**config.mk**
```make
export PLATFORM = sky130hd
export DESIGN_NAME = vmove_engine
export DESIGN_NICKNAME = d
export VERILOG_FILES = /design/src/rtl/vmove_pkg.sv /design/src/rtl/vmove_decode.sv /design/src/rtl/vmove_walker.sv /design/src/rtl/vmove_port.sv /design/src/rtl/vmove_engine.sv
export SDC_FILE = /design/constraint.sdc
export NUM_CORES = 1
export LEC_CHECK = 0
export CORE_MARGIN = 2
export CORE_UTILIZATION = 50
export CTS_CLUSTER_DIAMETER = 80
export DETAILED_ROUTE_END_ITERATION = 8
export GPL_TIMING_DRIVEN = 0
export HOLD_SLACK_MARGIN = 0.08
export PLACE_DENSITY = 0.86
export SYNTH_ARGS = -nofsm -noshare
export SYNTH_HDL_FRONTEND = slang
export SYNTH_SLANG_ARGS = --single-unit
```
**constraint.sdc**
```tcl
create_clock -name clk -period 8.4 [get_ports clk]
set_input_delay 0.84 -clock clk [delete_from_list [all_inputs] [get_ports clk]]
set_output_delay 0.84 -clock clk [all_outputs]
set_load 0.005 [all_outputs]
```
**src/rtl/vmove_pkg.sv**
```systemverilog
// Package: shared widths, command codes and the decoded job record for the
// video memory copy/fill engine. Assumes 16-bit words and 20-bit addresses.
package vmove_pkg;

    localparam int ADDR_W  = 20;
    localparam int DATA_W  = 16;
    localparam int PRM_N   = 7;
    localparam int CODE_W  = 7;
    localparam int HI_W    = ADDR_W - DATA_W;

    localparam logic [CODE_W-1:0] CODE_LCOPY = 7'h06;
    localparam logic [CODE_W-1:0] CODE_RCOPY = 7'h07;
    localparam logic [CODE_W-1:0] CODE_FILL  = 7'h08;

    typedef enum logic [1:0] {
        OP_NONE  = 2'd0,
        OP_LCOPY = 2'd1,
        OP_RCOPY = 2'd2,
        OP_FILL  = 2'd3
    } op_e;

    typedef struct packed {
        op_e               op;
        logic [ADDR_W-1:0] src;
        logic [ADDR_W-1:0] dst;
        logic [DATA_W-1:0] cols;
        logic [DATA_W-1:0] rows;
        logic [DATA_W-1:0] pitch;
        logic [DATA_W-1:0] fill;
    } job_t;

    // Join a low slot and the low nibble of a high slot into one pointer.
    function automatic logic [ADDR_W-1:0] mk_ptr(input logic [DATA_W-1:0] lo,
                                                 input logic [DATA_W-1:0] hi);
        return {hi[HI_W-1:0], lo};
    endfunction

endpackage

```
**src/rtl/vmove_decode.sv**
```systemverilog
// Module: vmove_decode
// Turns the command word and the seven parameter slots into a job record.
// It is purely combinational. Unknown codes and zero sizes are flagged empty
// so that the top accepts them without starting the sequencer.
module vmove_decode
    import vmove_pkg::*;
(
    input  logic [DATA_W-1:0]       cmd_word,
    input  logic [PRM_N*DATA_W-1:0] prm_flat,
    output job_t                    job,
    output logic                    job_empty
);

    logic [DATA_W-1:0] slot [PRM_N];
    logic [CODE_W-1:0] code;

    // Split the flat parameter bus into slots.
    generate
        for (genvar gi = 0; gi < PRM_N; gi++) begin : g_slot
            assign slot[gi] = prm_flat[gi*DATA_W +: DATA_W];
        end
    endgenerate

    assign code = cmd_word[CODE_W-1:0];

    // Map slots to job fields according to the command code.
    always_comb begin
        job = '0;
        job.op = OP_NONE;
        unique case (code)
            CODE_LCOPY: begin
                job.op    = OP_LCOPY;
                job.src   = mk_ptr(slot[0], slot[1]);
                job.dst   = mk_ptr(slot[2], slot[3]);
                job.cols  = slot[4];
                job.rows  = DATA_W'(1);
                job.pitch = slot[4];
            end
            CODE_RCOPY: begin
                job.op    = OP_RCOPY;
                job.src   = mk_ptr(slot[0], slot[1]);
                job.dst   = mk_ptr(slot[2], slot[3]);
                job.cols  = slot[4];
                job.rows  = slot[5];
                job.pitch = (slot[6] == '0) ? slot[4] : slot[6];
            end
            CODE_FILL: begin
                job.op    = OP_FILL;
                job.dst   = mk_ptr(slot[0], slot[1]);
                job.cols  = slot[2];
                job.rows  = DATA_W'(1);
                job.pitch = slot[2];
                job.fill  = slot[3];
            end
            default: job.op = OP_NONE;
        endcase
    end

    // A job with no operation or a zero dimension moves nothing.
    assign job_empty = (job.op == OP_NONE) || (job.cols == '0) || (job.rows == '0);

endmodule

```
**src/rtl/vmove_walker.sv**
```systemverilog
// Module: vmove_walker
// Address generator. It keeps the column and row counters, the row-start
// pointers and the current pointers for both sides. It advances once per
// completed write. Assumes the sizes loaded are non-zero. Sums wrap at 2^20.
module vmove_walker
    import vmove_pkg::*;
(
    input  logic              clk,
    input  logic              rst_n,
    input  logic              load,
    input  job_t              job_in,
    input  logic              step,
    output logic [ADDR_W-1:0] src_addr,
    output logic [ADDR_W-1:0] dst_addr,
    output logic              last
);

    logic [DATA_W-1:0] col_q, row_q, cols_q, rows_q, pitch_q;
    logic [ADDR_W-1:0] src_row_q, dst_row_q, src_ptr_q, dst_ptr_q;
    logic [ADDR_W-1:0] pitch_ext;
    logic              row_end;

    assign pitch_ext = {{HI_W{1'b0}}, pitch_q};
    assign row_end   = (col_q == cols_q - 1'b1);
    assign last      = row_end && (row_q == rows_q - 1'b1);
    assign src_addr  = src_ptr_q;
    assign dst_addr  = dst_ptr_q;

    // Load a new job, or move to the next word or the next row.
    always_ff @(posedge clk) begin
        if (!rst_n) begin
            col_q     <= '0;
            row_q     <= '0;
            cols_q    <= '0;
            rows_q    <= '0;
            pitch_q   <= '0;
            src_row_q <= '0;
            dst_row_q <= '0;
            src_ptr_q <= '0;
            dst_ptr_q <= '0;
        end else if (load) begin
            col_q     <= '0;
            row_q     <= '0;
            cols_q    <= job_in.cols;
            rows_q    <= job_in.rows;
            pitch_q   <= job_in.pitch;
            src_row_q <= job_in.src;
            dst_row_q <= job_in.dst;
            src_ptr_q <= job_in.src;
            dst_ptr_q <= job_in.dst;
        end else if (step) begin
            if (row_end) begin
                col_q     <= '0;
                row_q     <= row_q + 1'b1;
                src_row_q <= src_row_q + pitch_ext;
                dst_row_q <= dst_row_q + pitch_ext;
                src_ptr_q <= src_row_q + pitch_ext;
                dst_ptr_q <= dst_row_q + pitch_ext;
            end else begin
                col_q     <= col_q + 1'b1;
                src_ptr_q <= src_ptr_q + 1'b1;
                dst_ptr_q <= dst_ptr_q + 1'b1;
            end
        end
    end

    AST_COL_ADVANCE: assert property (@(posedge clk) disable iff (!rst_n)
        (step && !load && !row_end) |=> (dst_ptr_q == $past(dst_ptr_q) + 1'b1));

    AST_ROW_ADVANCE: assert property (@(posedge clk) disable iff (!rst_n)
        (step && !load && row_end && !last) |=> (col_q == '0 && row_q == $past(row_q) + 1'b1
                                                 && dst_ptr_q == dst_row_q));

endmodule

```
**src/rtl/vmove_port.sv**
```systemverilog
// Module: vmove_port
// Sequencer and memory port. A copy runs read-then-write per word and a fill
// runs writes only. The request and its address, direction and data are held
// until acknowledged. Assumes the walker's pointers are valid from the cycle
// after start.
module vmove_port
    import vmove_pkg::*;
(
    input  logic              clk,
    input  logic              rst_n,
    input  logic              start,
    input  logic              start_fill,
    input  logic              last,
    input  logic [ADDR_W-1:0] src_addr,
    input  logic [ADDR_W-1:0] dst_addr,
    input  logic [DATA_W-1:0] fill_val,
    input  logic              mem_ack,
    input  logic [DATA_W-1:0] mem_rdata,
    output logic              mem_req,
    output logic              mem_we,
    output logic [ADDR_W-1:0] mem_addr,
    output logic [DATA_W-1:0] mem_wdata,
    output logic              step,
    output logic              idle
);

    typedef enum logic [1:0] {S_IDLE, S_READ, S_WRITE} state_e;

    state_e            state_q;
    logic              fill_q;
    logic [DATA_W-1:0] hold_q;

    assign idle      = (state_q == S_IDLE);
    assign mem_req   = !idle;
    assign mem_we    = (state_q == S_WRITE);
    assign mem_addr  = mem_we ? dst_addr : src_addr;
    assign mem_wdata = fill_q ? fill_val : hold_q;
    assign step      = (state_q == S_WRITE) && mem_ack;

    // Step through read and write phases on each acknowledge.
    always_ff @(posedge clk) begin
        if (!rst_n) begin
            state_q <= S_IDLE;
            fill_q  <= 1'b0;
        end else begin
            unique case (state_q)
                S_IDLE: if (start) begin
                    fill_q  <= start_fill;
                    state_q <= start_fill ? S_WRITE : S_READ;
                end
                S_READ: if (mem_ack) state_q <= S_WRITE;
                S_WRITE: if (mem_ack) begin
                    if (last)        state_q <= S_IDLE;
                    else if (fill_q) state_q <= S_WRITE;
                    else             state_q <= S_READ;
                end
                default: state_q <= S_IDLE;
            endcase
        end
    end

    // Capture the word read during a copy.
    always_ff @(posedge clk) begin
        if (!rst_n)                            hold_q <= '0;
        else if (state_q == S_READ && mem_ack) hold_q <= mem_rdata;
    end

    AST_REQ_HOLD: assert property (@(posedge clk) disable iff (!rst_n)
        (mem_req && !mem_ack) |=> (mem_req && $stable(mem_we) && $stable(mem_addr)
                                   && $stable(mem_wdata)));

    AST_FILL_NO_READ: assert property (@(posedge clk) disable iff (!rst_n)
        (fill_q && mem_req) |-> mem_we);

    AST_READ_THEN_WRITE: assert property (@(posedge clk) disable iff (!rst_n)
        (mem_req && !mem_we && mem_ack) |=> (mem_req && mem_we));

endmodule

```
**src/rtl/vmove_engine.sv**
```systemverilog
// Module: vmove_engine (top)
// Command-driven copy/fill engine for a 20-bit word-addressed video memory.
// A command strobe is taken only while ready. Empty or no-op commands are
// taken and finish in the same cycle without touching memory.
module vmove_engine
    import vmove_pkg::*;
(
    input  logic                    clk,
    input  logic                    rst_n,
    input  logic                    cmd_wr,
    input  logic [DATA_W-1:0]       cmd_word,
    input  logic [PRM_N*DATA_W-1:0] prm_flat,
    output logic                    ready,
    output logic                    mem_req,
    output logic                    mem_we,
    output logic [ADDR_W-1:0]       mem_addr,
    output logic [DATA_W-1:0]       mem_wdata,
    input  logic [DATA_W-1:0]       mem_rdata,
    input  logic                    mem_ack
);

    job_t              job_new, job_q;
    logic              job_empty, accept, step, last, idle;
    logic [ADDR_W-1:0] src_addr, dst_addr;

    vmove_decode u_decode (
        .cmd_word  (cmd_word),
        .prm_flat  (prm_flat),
        .job       (job_new),
        .job_empty (job_empty)
    );

    assign ready  = idle;
    assign accept = cmd_wr && idle && !job_empty;

    // Keep the accepted job, whose fill word is needed for the whole job.
    always_ff @(posedge clk) begin
        if (!rst_n)      job_q <= '0;
        else if (accept) job_q <= job_new;
    end

    vmove_walker u_walker (
        .clk      (clk),
        .rst_n    (rst_n),
        .load     (accept),
        .job_in   (job_new),
        .step     (step),
        .src_addr (src_addr),
        .dst_addr (dst_addr),
        .last     (last)
    );

    vmove_port u_port (
        .clk        (clk),
        .rst_n      (rst_n),
        .start      (accept),
        .start_fill (job_new.op == OP_FILL),
        .last       (last),
        .src_addr   (src_addr),
        .dst_addr   (dst_addr),
        .fill_val   (job_q.fill),
        .mem_ack    (mem_ack),
        .mem_rdata  (mem_rdata),
        .mem_req    (mem_req),
        .mem_we     (mem_we),
        .mem_addr   (mem_addr),
        .mem_wdata  (mem_wdata),
        .step       (step),
        .idle       (idle)
    );

    AST_BUSY_AFTER_START: assert property (@(posedge clk) disable iff (!rst_n)
        accept |=> !ready);

    AST_BUSY_CMD_IGNORED: assert property (@(posedge clk) disable iff (!rst_n)
        (cmd_wr && !ready) |=> $stable(job_q));

    AST_EMPTY_NO_REQ: assert property (@(posedge clk) disable iff (!rst_n)
        (ready && cmd_wr && job_empty) |=> !mem_req);

endmodule

```
## Yosys cells after proc, flatten, opt, wreduce, memory -nomap -nowiden

Index checks and enable logic that the tools add are counted.

- Output and inout port bits: 39
- Logic and storage cells: 82
- Input port bits: 148
- Register bits: 195

- Add/subtract/negate cells: 8
- Eq/ne operators: 11
- Reductions and logical operators: 22
- Bitwise gates (word level): 1
- Multiplexer cells: 27

Operator list:

| kind | number |
|---|---|
| 2-to-1 mux 20 bit | 14 |
| one-hot mux 68 bit (3 select lines) | 1 |
| 2-to-1 mux 16 bit | 4 |
| logical NOT 16 bit | 3 |
| adder 20 x 1 -> 20 bit (second input constant) | 2 |
| adder 20 x 16 -> 20 bit | 2 |
| adder 16 x 1 -> 16 bit (second input constant) | 2 |
| == test 16 bit | 2 |
| subtractor 16 x 1 -> 16 bit (second input constant) | 2 |
| == test 7 x 3 -> 1 bit (second input constant) | 2 |
| 2-to-1 mux 2 bit | 6 |
| one-hot mux 2 bit (3 select lines) | 2 |
| == test 7 x 4 -> 1 bit (second input constant) | 1 |
| != test 2 bit (second input constant) | 3 |
| AND reduction 2 bit | 3 |
| logical AND 1 bit | 5 |
| == test 2 bit (second input constant) | 2 |
| logical NOT 2 bit | 2 |
| nonzero test 2 bit | 2 |
| OR reduction 2 bit | 2 |
| AND reduction 3 bit | 1 |
| == test 2 x 1 -> 1 bit (second input constant) | 1 |
| logical NOT 1 bit | 2 |
| logical OR 1 bit | 2 |
| NOT 1 bit | 1 |

## Longest topological paths before layout

Gate-level depths: netlist (run 1).

- Depth after elaboration: 10
- Depth in mapped cells: 14
- Mapped depth without buffers: 12

## Modules after synthesis

A second synthesis (run 1) with hierarchy kept.

- Cell total of the unflattened synthesis: 1632
- Area total of the unflattened synthesis: 13296.5 µm²

Modules (own cells, without submodules):

| module | area an instance (µm²) | seq. area each (µm²) | cells each | times used |
|---|---|---|---|---|
| vmove_walker | 10040.9 | 3203.1 | 1255 | 1 |
| vmove_port | 1340.0 | 380.4 | 136 | 1 |
| vmove_decode | 1253.7 | 0.0 | 170 | 1 |
| vmove_engine | 661.9 | 320.3 | 71 | 1 |

## Least setup slack after synthesis (run 1)

OpenSTA, ideal clock, no wires.

- Path type: input -> register
- Start point: in cmd_word[5]
- End point: reg u_walker.src_row_q[2]
- Path slack: 5.044 ns
- Arrival: 3.270 ns
- Path buffers: 3
- Library setup time: 0.086 ns
- Required time: 8.314 ns
- Cell stages on the path: 11
- Cells stage by stage: nor3_1 and4b_1 clkbuf_1 buf_2 a22oi_1 nand4_1 nor4_2 nor4_1 clkbuf_1 a22oi_1 a211oi_1

- Longest elaborated chain between the ends: 9
- Elaborated cells on any way between the ends: 18
- Classes of those cells: eq/ne: 3; mux: 4; reduce/logical: 11

RTL lines:

| element | line | RTL |
|---|---|---|
| from (decl) | vmove_engine.sv:11 | `input logic [DATA_W-1:0] cmd_word,` |
| == test 7 x 4 -> 1 bit or == test 7 x 3 -> 1 bit (tied branches) | vmove_decode.sv:30 | `unique case (code)` |
| one-hot mux 68 bit (3 select lines) or one-hot mux 2 bit (3 select lines) (tied branches) | vmove_decode.sv:30 |  |
| logical NOT 16 bit or logical NOT 2 bit (tied branches) | vmove_decode.sv:60 | `assign job_empty = (job.op == OP_NONE) \|\| (job.cols == '0) \|\| (job.rows == '0);` |
| logical OR 1 bit (2 in series) | vmove_decode.sv:60 |  |
| logical NOT 1 bit | vmove_engine.sv:34 | `assign accept = cmd_wr && idle && !job_empty;` |
| logical AND 1 bit | vmove_engine.sv:34 |  |
| nonzero test 2 bit (no line) | -- |  |
| AND reduction 2 bit (no line) | -- |  |
| to (signal assigned) | vmove_walker.sv:47 | `src_row_q <= job_in.src;` |
| to (signal assigned) | vmove_walker.sv:55 | `src_row_q <= src_row_q + pitch_ext;` |
| to (decl) | vmove_walker.sv:19 | `logic [ADDR_W-1:0] src_row_q, dst_row_q, src_ptr_q, dst_ptr_q;` |

Several ways; a longest one is shown, not always the timed one.
A chain may end at the register's enable or synchronous reset.

## Final worst setup path (run 1)

- Start point: in cmd_word[0]
- End point: reg u_walker.src_row_q[17]

Same word-level chain as after synthesis.

==> results of run 1 <==
-- layer usage --
| metal | up-vias | GRT usage [%] | share of wire, % | routed length, um |
|---|---|---|---|---|
| met5 | - | 0 | 0 | 0 |
| met4 | 0 | 19.5 | 6.6 | 3180 |
| met3 | 234 | 8.26 | 12 | 5680 |
| met2 | 983 | 55.1 | 43 | 20600 |
| met1 | 6341 | 46.7 | 39 | 18800 |
| li1 | 6047 | - | - | - |
-- through the flow --
step | worst slack, ns | util, % | total power, mW
floorplan | 5.04 | - | 0.984
detailed placement | 3.04 | 59.2 | 1.08
global route | 2.97 | 61.8 | 1.98
global placement | 3.17 | 59.2 | 1.08
CTS | 3.47 | 61.8 | 1.93
finish | 3.14 | 61.8 | 1.95
-- how the worst min path moves through the flow --
stage / end
final: u_port.hold_q[10]
after global routing: u_port.hold_q[4]
after floorplan: u_walker.dst_row_q[2]
after detailed placement: u_port.hold_q[3]
after CTS: u_port.hold_q[10]
after global placement: u_port.hold_q[3]
-- critical path: cells and delay by family --
kind / cells / cell delay (ns)
simple gates: 6 / 2.39
compound gates: 3 / 0.86
buf+inv: 4 / 1.52
-- cells in the final DEF (no fill, tap or decap), types with 16 or more instances in the layout --
cell | synthesis | final
xor2_1 | 66 | 66
nand3_1 | 48 | 48
nor3_1 | 27 | 27
nand2_1 | 175 | 175
a21oi_1 | 123 | 123
a211oi_1 | 33 | 33
clkdlybuf4s50_1 | 0 | 165
a22o_1 | 32 | 32
nand4_1 | 24 | 24
clkbuf_16 | 0 | 17
buf_2 | 21 | 21
o221ai_1 | 16 | 16
ha_1 | 38 | 38
xnor2_1 | 61 | 61
o21a_1 | 16 | 16
o21ai_0 | 115 | 115
dfxtp_1 | 195 | 195
and2_1 | 28 | 28
clkbuf_1 | 74 | 75
a22oi_1 | 22 | 22
a31oi_1 | 28 | 28
and3_1 | 18 | 18
nor4_1 | 22 | 21
mux2_2 | 39 | 39
inv_1 | 21 | 21
nor2_1 | 137 | 137
-- cell type report --
type | count | area, sq um | share of cell area (%)
Buffer | 104 | 432 | 2.88
Clock buffer | 18 | 429 | 2.87
Clock inverter | 14 | 191 | 1.28
Inverter | 22 | 82.6 | 0.551
Multi-Input combinational cell | 1237 | 7880 | 52.6
Sequential cell | 195 | 3900 | 26.1
Tap cell | 324 | 405 | 2.71
Timing Repair Buffer | 165 | 1650 | 11.0
-- synth_stat cells, types with 7 or more instances --
| master | number |
|---|---|
| nor2_1 | 137 |
| and3_1 | 18 |
| o221ai_1 | 16 |
| buf_2 | 21 |
| nand4_1 | 24 |
| nand3_1 | 48 |
| a21oi_1 | 123 |
| o21ai_1 | 7 |
| ha_1 | 38 |
| mux2_2 | 39 |
| nand2b_1 | 8 |
| nor3_1 | 27 |
| nand2_1 | 175 |
| a22o_1 | 32 |
| o211ai_1 | 14 |
| a21o_1 | 13 |
| o31ai_1 | 7 |
| o21a_1 | 16 |
| dfxtp_1 | 195 |
| a22oi_1 | 22 |
| xor2_1 | 66 |
| inv_1 | 21 |
| o21ai_0 | 115 |
| nor2b_1 | 9 |
| a31oi_1 | 28 |
| clkbuf_1 | 74 |
| and2_1 | 28 |
| a211oi_1 | 33 |
| xnor2_1 | 61 |
| mux2i_1 | 8 |
| nor4_1 | 22 |
-- sequential cells by signal, indices dropped and copies added (netlist names), 20 cells and up --
signal and cells:
u_walker.dst_row_q 20, u_walker.src_row_q 20, u_walker.dst_addr 20, u_walker.src_addr 20
-- power by group --
| part | switching (mW) | internal [mW] | total [mW] |
|---|---|---|---|
| Sequential | 0.00232 | 0.925 | 0.928 |
| Clock | 0.430 | 0.458 | 0.888 |
| Combinational | 0.0700 | 0.0671 | 0.137 |
| Total | 0.502 | 1.45 | 1.95 |
-- cells by family after synthesis --
group	after synthesis
AO/OA/AOI/OAI	487
XOR/XNOR	127
adder cells (fa/ha/maj)	40
buffers and inverters	126
flip-flops	195
multiplexers	47
AND/OR/NAND/NOR	536
==> reports/qor.csv, run 1 <==
stage,metric,value,unit
setup_path,crit_start,cmd_word[0],
floorplanning,die_w,161,um
floorplanning,initial_utilization,50.7,%
pwr,power_density,130,mW/mm^2
floorplanning,core_area,0.0242,sq mm
pwr,peakVddDrop,0.000104,V
synth,synth.area.top_cells,"dfxtp_1 (32%), nand2_1 (5.3%), a21oi_1 (5.0%)",
placement,portBuffers,165,
clock_tree,ctsLongestPathBuffers,2,
routing,dr.pass1.iters,9,
timing,tightest_slew,1.08,ns
clock_tree,cts_setup_buffers,0,
finish,antenna_cells,0,
global_routing,grt_max_degree,20,
synth,synthSimpleGateAreaFrac,20.9,%
synth,yosysWarnings,0,
synth,postSynthCellCount,1558,
routing,antenna_left,0,
worst_hold_path,hold_depth,2,
synth,syn-num-nets,1746,
synth,synth_edf_count,0,
floorplanning,die_h,161,um
placement,hpwlAfterDp,36900,um
global_routing,grt_pass1_wl,71700,um
routing,wl_per_cell,23.2,um
placement,place_congestion,1.05,
synth,yosys.area_share.xor_xnor,9.05,%
setup_path,r2r-end,u_walker.dst_addr[17],
timing,setup_tns,0,ns
setup_path,worst_path_most_repeated_cell,nor2_1,
worst_hold_path,min_from,u_port.hold_q[10],
setup_path,worstReg2RegStart,u_walker.cols_q[0],
worst_hold_path,min_path_type,reg2reg,
setup_path,cpMaxStageDelayCell,nor2_1,
clock_tree,path_clk_slew,0.08,ns
clock_tree,cts-buffers-inserted,17,
setup_path,crit_fanout,10,
timing,timing.slew.headroom,27.7,%
timing,skew,0.0145,ns
routing,dr_total_vias,13600,
setup_path,critPathKind,in2reg,
outcome,status,finished clean,
finish,stdcell_area,0.0150,sq mm
pwr,leakage,5.53,nW
synth,synth_compound_area_share,25.7,%
timing,max_freq,190,MHz
setup_path,cp.required,8.76,ns
run,maxCapViolCount,0,
synth,async_flop_share,0,%
clock_tree,ctsResizeCount,0,
synth,synth_top_family_by_area,compound AO/OA/AOI/OAI gates,
routing,viasPerCell,6.54,
setup_path,path_cells,"clkdlybuf4s50_1, nor2_1, and4b_1, clkbuf_1, buf_2, a22oi_1, nand4_1, nor4_2, nor2_1, nor2_1, clkbuf_1, o211ai_1, o31ai_1",
setup_path,crit_arrival,5.61,ns
setup_path,critPathLaunchType,input port,
clock_tree,cts_tree,yes,
floorplanning,die_area,0.0259,sq mm
synth,yosysTopAreaCellShare,31.8,%
synth,syn-cell-area,0.0123,sq mm
timing,setup_viol,0,
clock_tree,clk_latency,0.45,ns
setup_path,rrSetupSlack,3.75,ns
timing,rsz0062_at_grt,no,
clock_tree,cts_sinks,195,
clock_tree,cts_hold_buf,0,
timing,fin_crit,5.26,ns
setup_path,worst_setup_path_end_kind,flip-flop,
routing,drc,0,
clock_tree,clock_tree.root_cell,clkbuf_16,
placement,place_area,0.0144,sq mm
synth,synth.yosys.seq_area_share,31.8,%
finish,fin_cells,2079,
synth,synth_area_per_cell,7.89,sq um
finish,nNetsFinal,1930,
global_routing,grt_overflow,0,
finish,drive_above_1_share,6.61,%
floorplanning,num_rows,57,
timing,finalMaxSlewViolations,0,
synth,synth_fa_ha_area_share,4.19,%
synth,ys_ff_latch,195,
setup_path,critPathMaxStageDelay,0.86,ns
global_routing,antenna_found_initial,0,
synth,synth_cell_type_count,76,
setup_path,r2r_cells,13,
timing,hold_viol,0,
timing,layout_worst_path_cycle_share,62.6,%
global_routing,grt_use_total,35.8,%
global_routing,grt_pass1_vias,12800,
routing,drt_iter0_drc,2170,
synth,ys.flop_type,dfxtp_1,
finish,synthToLayoutAreaGrowth,21.8,%
placement,dp_cells,2047,
setup_path,crit_end,u_walker.src_row_q[17],
synth,yosysTopAreaCell,dfxtp_1,
synth,synthMuxAreaShare,4.22,%
routing,wl,48300,um
timing,whs,0.461,ns
floorplanning,ios,187,
finish,fill_cells,2137,
clock_tree,htree_levels,4,
Power figures use the tool's default switching activity.
==> inputs of run 2 (changes only) <==
- clock period: 8.4 -> 5.1 ns (I/O delays scaled with it)
==> run 2 against run 1 <==
Compared with the run above:
- critical path depth stayed put
- clock skew shrank 0.0017 ns
- clock-buffer cell count unchanged
- hold slack about the same
- first-iteration DRC count fell by 6.1%
- core utilization unchanged
- total power grew 65%
- combinational power increased by 65%
- die area unchanged
- sequential power rose by 65%
- clock power is 64% higher
- setup slack worse by 2.9 ns
- critical endpoint unchanged
==> reports/qor.csv, run 2 (same netlist as run 1, synthesis figures left out) <==
stage,metric,value,unit,change
floorplanning,num_rows,57,,unchanged
setup_path,cp.required,5.46,ns,was 8.76 ns
floorplanning,initial_utilization,50.7,%,unchanged
routing,route.met2.wl,20900,um,was 20600 um
floorplanning,ios,187,,unchanged
run,maxCapViolCount,0,,unchanged
finish,final_common_cell,dfxtp_1,,unchanged
global_routing,grt_use_total,35.9,%,was 35.8%
global_routing,grt_pass1_vias,12800,,about the same
timing,fin_crit,4.85,ns,
outcome,status,finished clean,,unchanged
finish,fin_util,61.8,%,unchanged
pwr,peakVddDrop,0.000171,V,was 0.000104 V
global_routing,antenna_found_initial,0,,unchanged
timing,setup_tns,0,ns,unchanged
setup_path,critPathLaunchType,input port,,unchanged
clock_tree,path_clk_slew,0.08,ns,about the same
placement,hpwlAfterDp,36900,um,unchanged
pwr,leakage,5.53,nW,unchanged
timing,skew,0.0128,ns,was 0.0145 ns
worst_hold_path,min_path_type,reg2reg,,unchanged
global_routing,grt_overflow,0,,unchanged
global_routing,grt_pass1_wl,71800,um,was 71700 um
clock_tree,clk_latency,0.45,ns,about the same
floorplanning,core_area,0.0242,sq mm,unchanged
floorplanning,die_area,0.0259,sq mm,unchanged
routing,wirelength_met1,19100,um,was 18800 um
clock_tree,cts_hold_buf,0,,unchanged
clock_tree,ctsResizeCount,0,,unchanged
finish,drive_above_1_share,6.61,%,unchanged
timing,max_freq,206,MHz,
pwr,power_density,215,mW/mm^2,was 130 mW/mm^2
finish,antenna_cells,0,,unchanged
clock_tree,cts-buffers-inserted,17,,unchanged
timing,timing.slew.headroom,27.6,%,was 27.7%
routing,top_layer,met4,,unchanged
timing,tightest_slew,1.08,ns,about the same
finish,synthToLayoutAreaGrowth,21.8,%,unchanged
global_routing,grt_max_degree,20,,unchanged
timing,hold_viol,0,,unchanged
setup_path,crit_fanout,10,,unchanged
clock_tree,ctsLongestPathBuffers,2,,unchanged
clock_tree,cts_sinks,195,,unchanged
clock_tree,htree_levels,4,,unchanged
timing,layout_worst_path_cycle_share,95.0,%,
setup_path,crit_arrival,5.20,ns,was 5.61 ns
finish,final_cell_mix,"dfxtp_1 (195), nand2_1 (175), clkdlybuf4s50_1 (165)",,unchanged
timing,rsz0062_at_grt,no,,unchanged
routing,route.met3.wl,5550,um,was 5680 um
routing,viasPerCell,6.54,,unchanged
routing,antenna_left,0,,unchanged
routing,dr_total_vias,13600,,unchanged
routing,wl,48400,um,was 48300 um
routing,drt_iter0_drc,2038,,was 2170
setup_path,critPathKind,in2reg,,unchanged
routing,dr.pass1.iters,7,,was 9
setup_path,worst_setup_path_end_kind,flip-flop,,unchanged
floorplanning,die_w,161,um,unchanged
timing,setup_viol,0,,unchanged
finish,nNetsFinal,1930,,unchanged
clock_tree,cts_tree,yes,,unchanged
routing,drc,0,,unchanged
placement,place_congestion,1.05,,unchanged
placement,portBuffers,165,,unchanged
floorplanning,die_h,161,um,unchanged
clock_tree,cts_setup_buffers,0,,unchanged
routing,wl_per_cell,23.3,um,was 23.2 um
timing,finalMaxSlewViolations,0,,unchanged
clock_tree,clock_tree.root_cell,clkbuf_16,,unchanged
-- run 2: cell counts in the layout (fill, tap and decap cells not counted) --
Identical to the previous run, type by type.
-- run 2: critical path, stage by stage --
cell,delay [ns]
clkdlybuf4s50_1,0.53
nor2_1,0.06
and4b_1,0.22
clkbuf_1,0.18
buf_2,0.23
a22oi_1,0.57
nand4_1,0.20
nor4_2,0.85
nor2_1,0.22
nor2_1,0.80
clkbuf_1,0.56
o211ai_1,0.17
o31ai_1,0.10
-- run 2: cell type report --
cell class	instances	area (sq um)
fillers	2137	9270
multi-input cells	1237	7880
flip-flops and latches	195	3900
repair buffers	165	1650
plain buffers	104	432
clock buffers	18	429
well taps	324	405
clock inverters	14	191
inverters	22	82.6
-- run 2: power breakdown --
part           total [mW]  internal, mW  leakage [nW]  switching [mW]
combinational       0.226         0.110          3.66           0.115
clock                1.46         0.754         0.300           0.707
sequential           1.53          1.52          1.57         0.00387
total                3.22          2.39          5.53           0.827
-- run 2: layer usage --
layer / track usage (%) / vias up
met1: 47.1 / 6410
met2: 55.3 / 934
met5: 0 / -
li1: - / 6057
met4: 19.2 / 0
met3: 7.70 / 204
-- run 2: worst paths after layout --
path,cells past startpoint,from,endpoint,slack (ns)
max reg2reg,13,u_walker.cols_q[0],u_walker.dst_addr[17],0.47
max,13,cmd_word[0],u_walker.src_row_q[17],0.25
min,2,u_port.hold_q[10],u_port.hold_q[10],0.46
min reg2reg,2,u_port.hold_q[10],u_port.hold_q[10],0.46
-- run 2: through the flow --
step	total power [mW]	cell area, sq um	hold slack, ns	instances	setup WS, ns
after floorplan	1.62	12300	0.430	1558	2.07
after global placement	1.78	14300	0.439	2047	0.202
after detailed placement	1.78	14400	0.449	2047	0.0683
after CTS	3.19	15000	0.460	2079	0.502
after global routing	3.26	15000	0.482	2079	0.00160
final	3.22	15000	0.461	2079	0.254
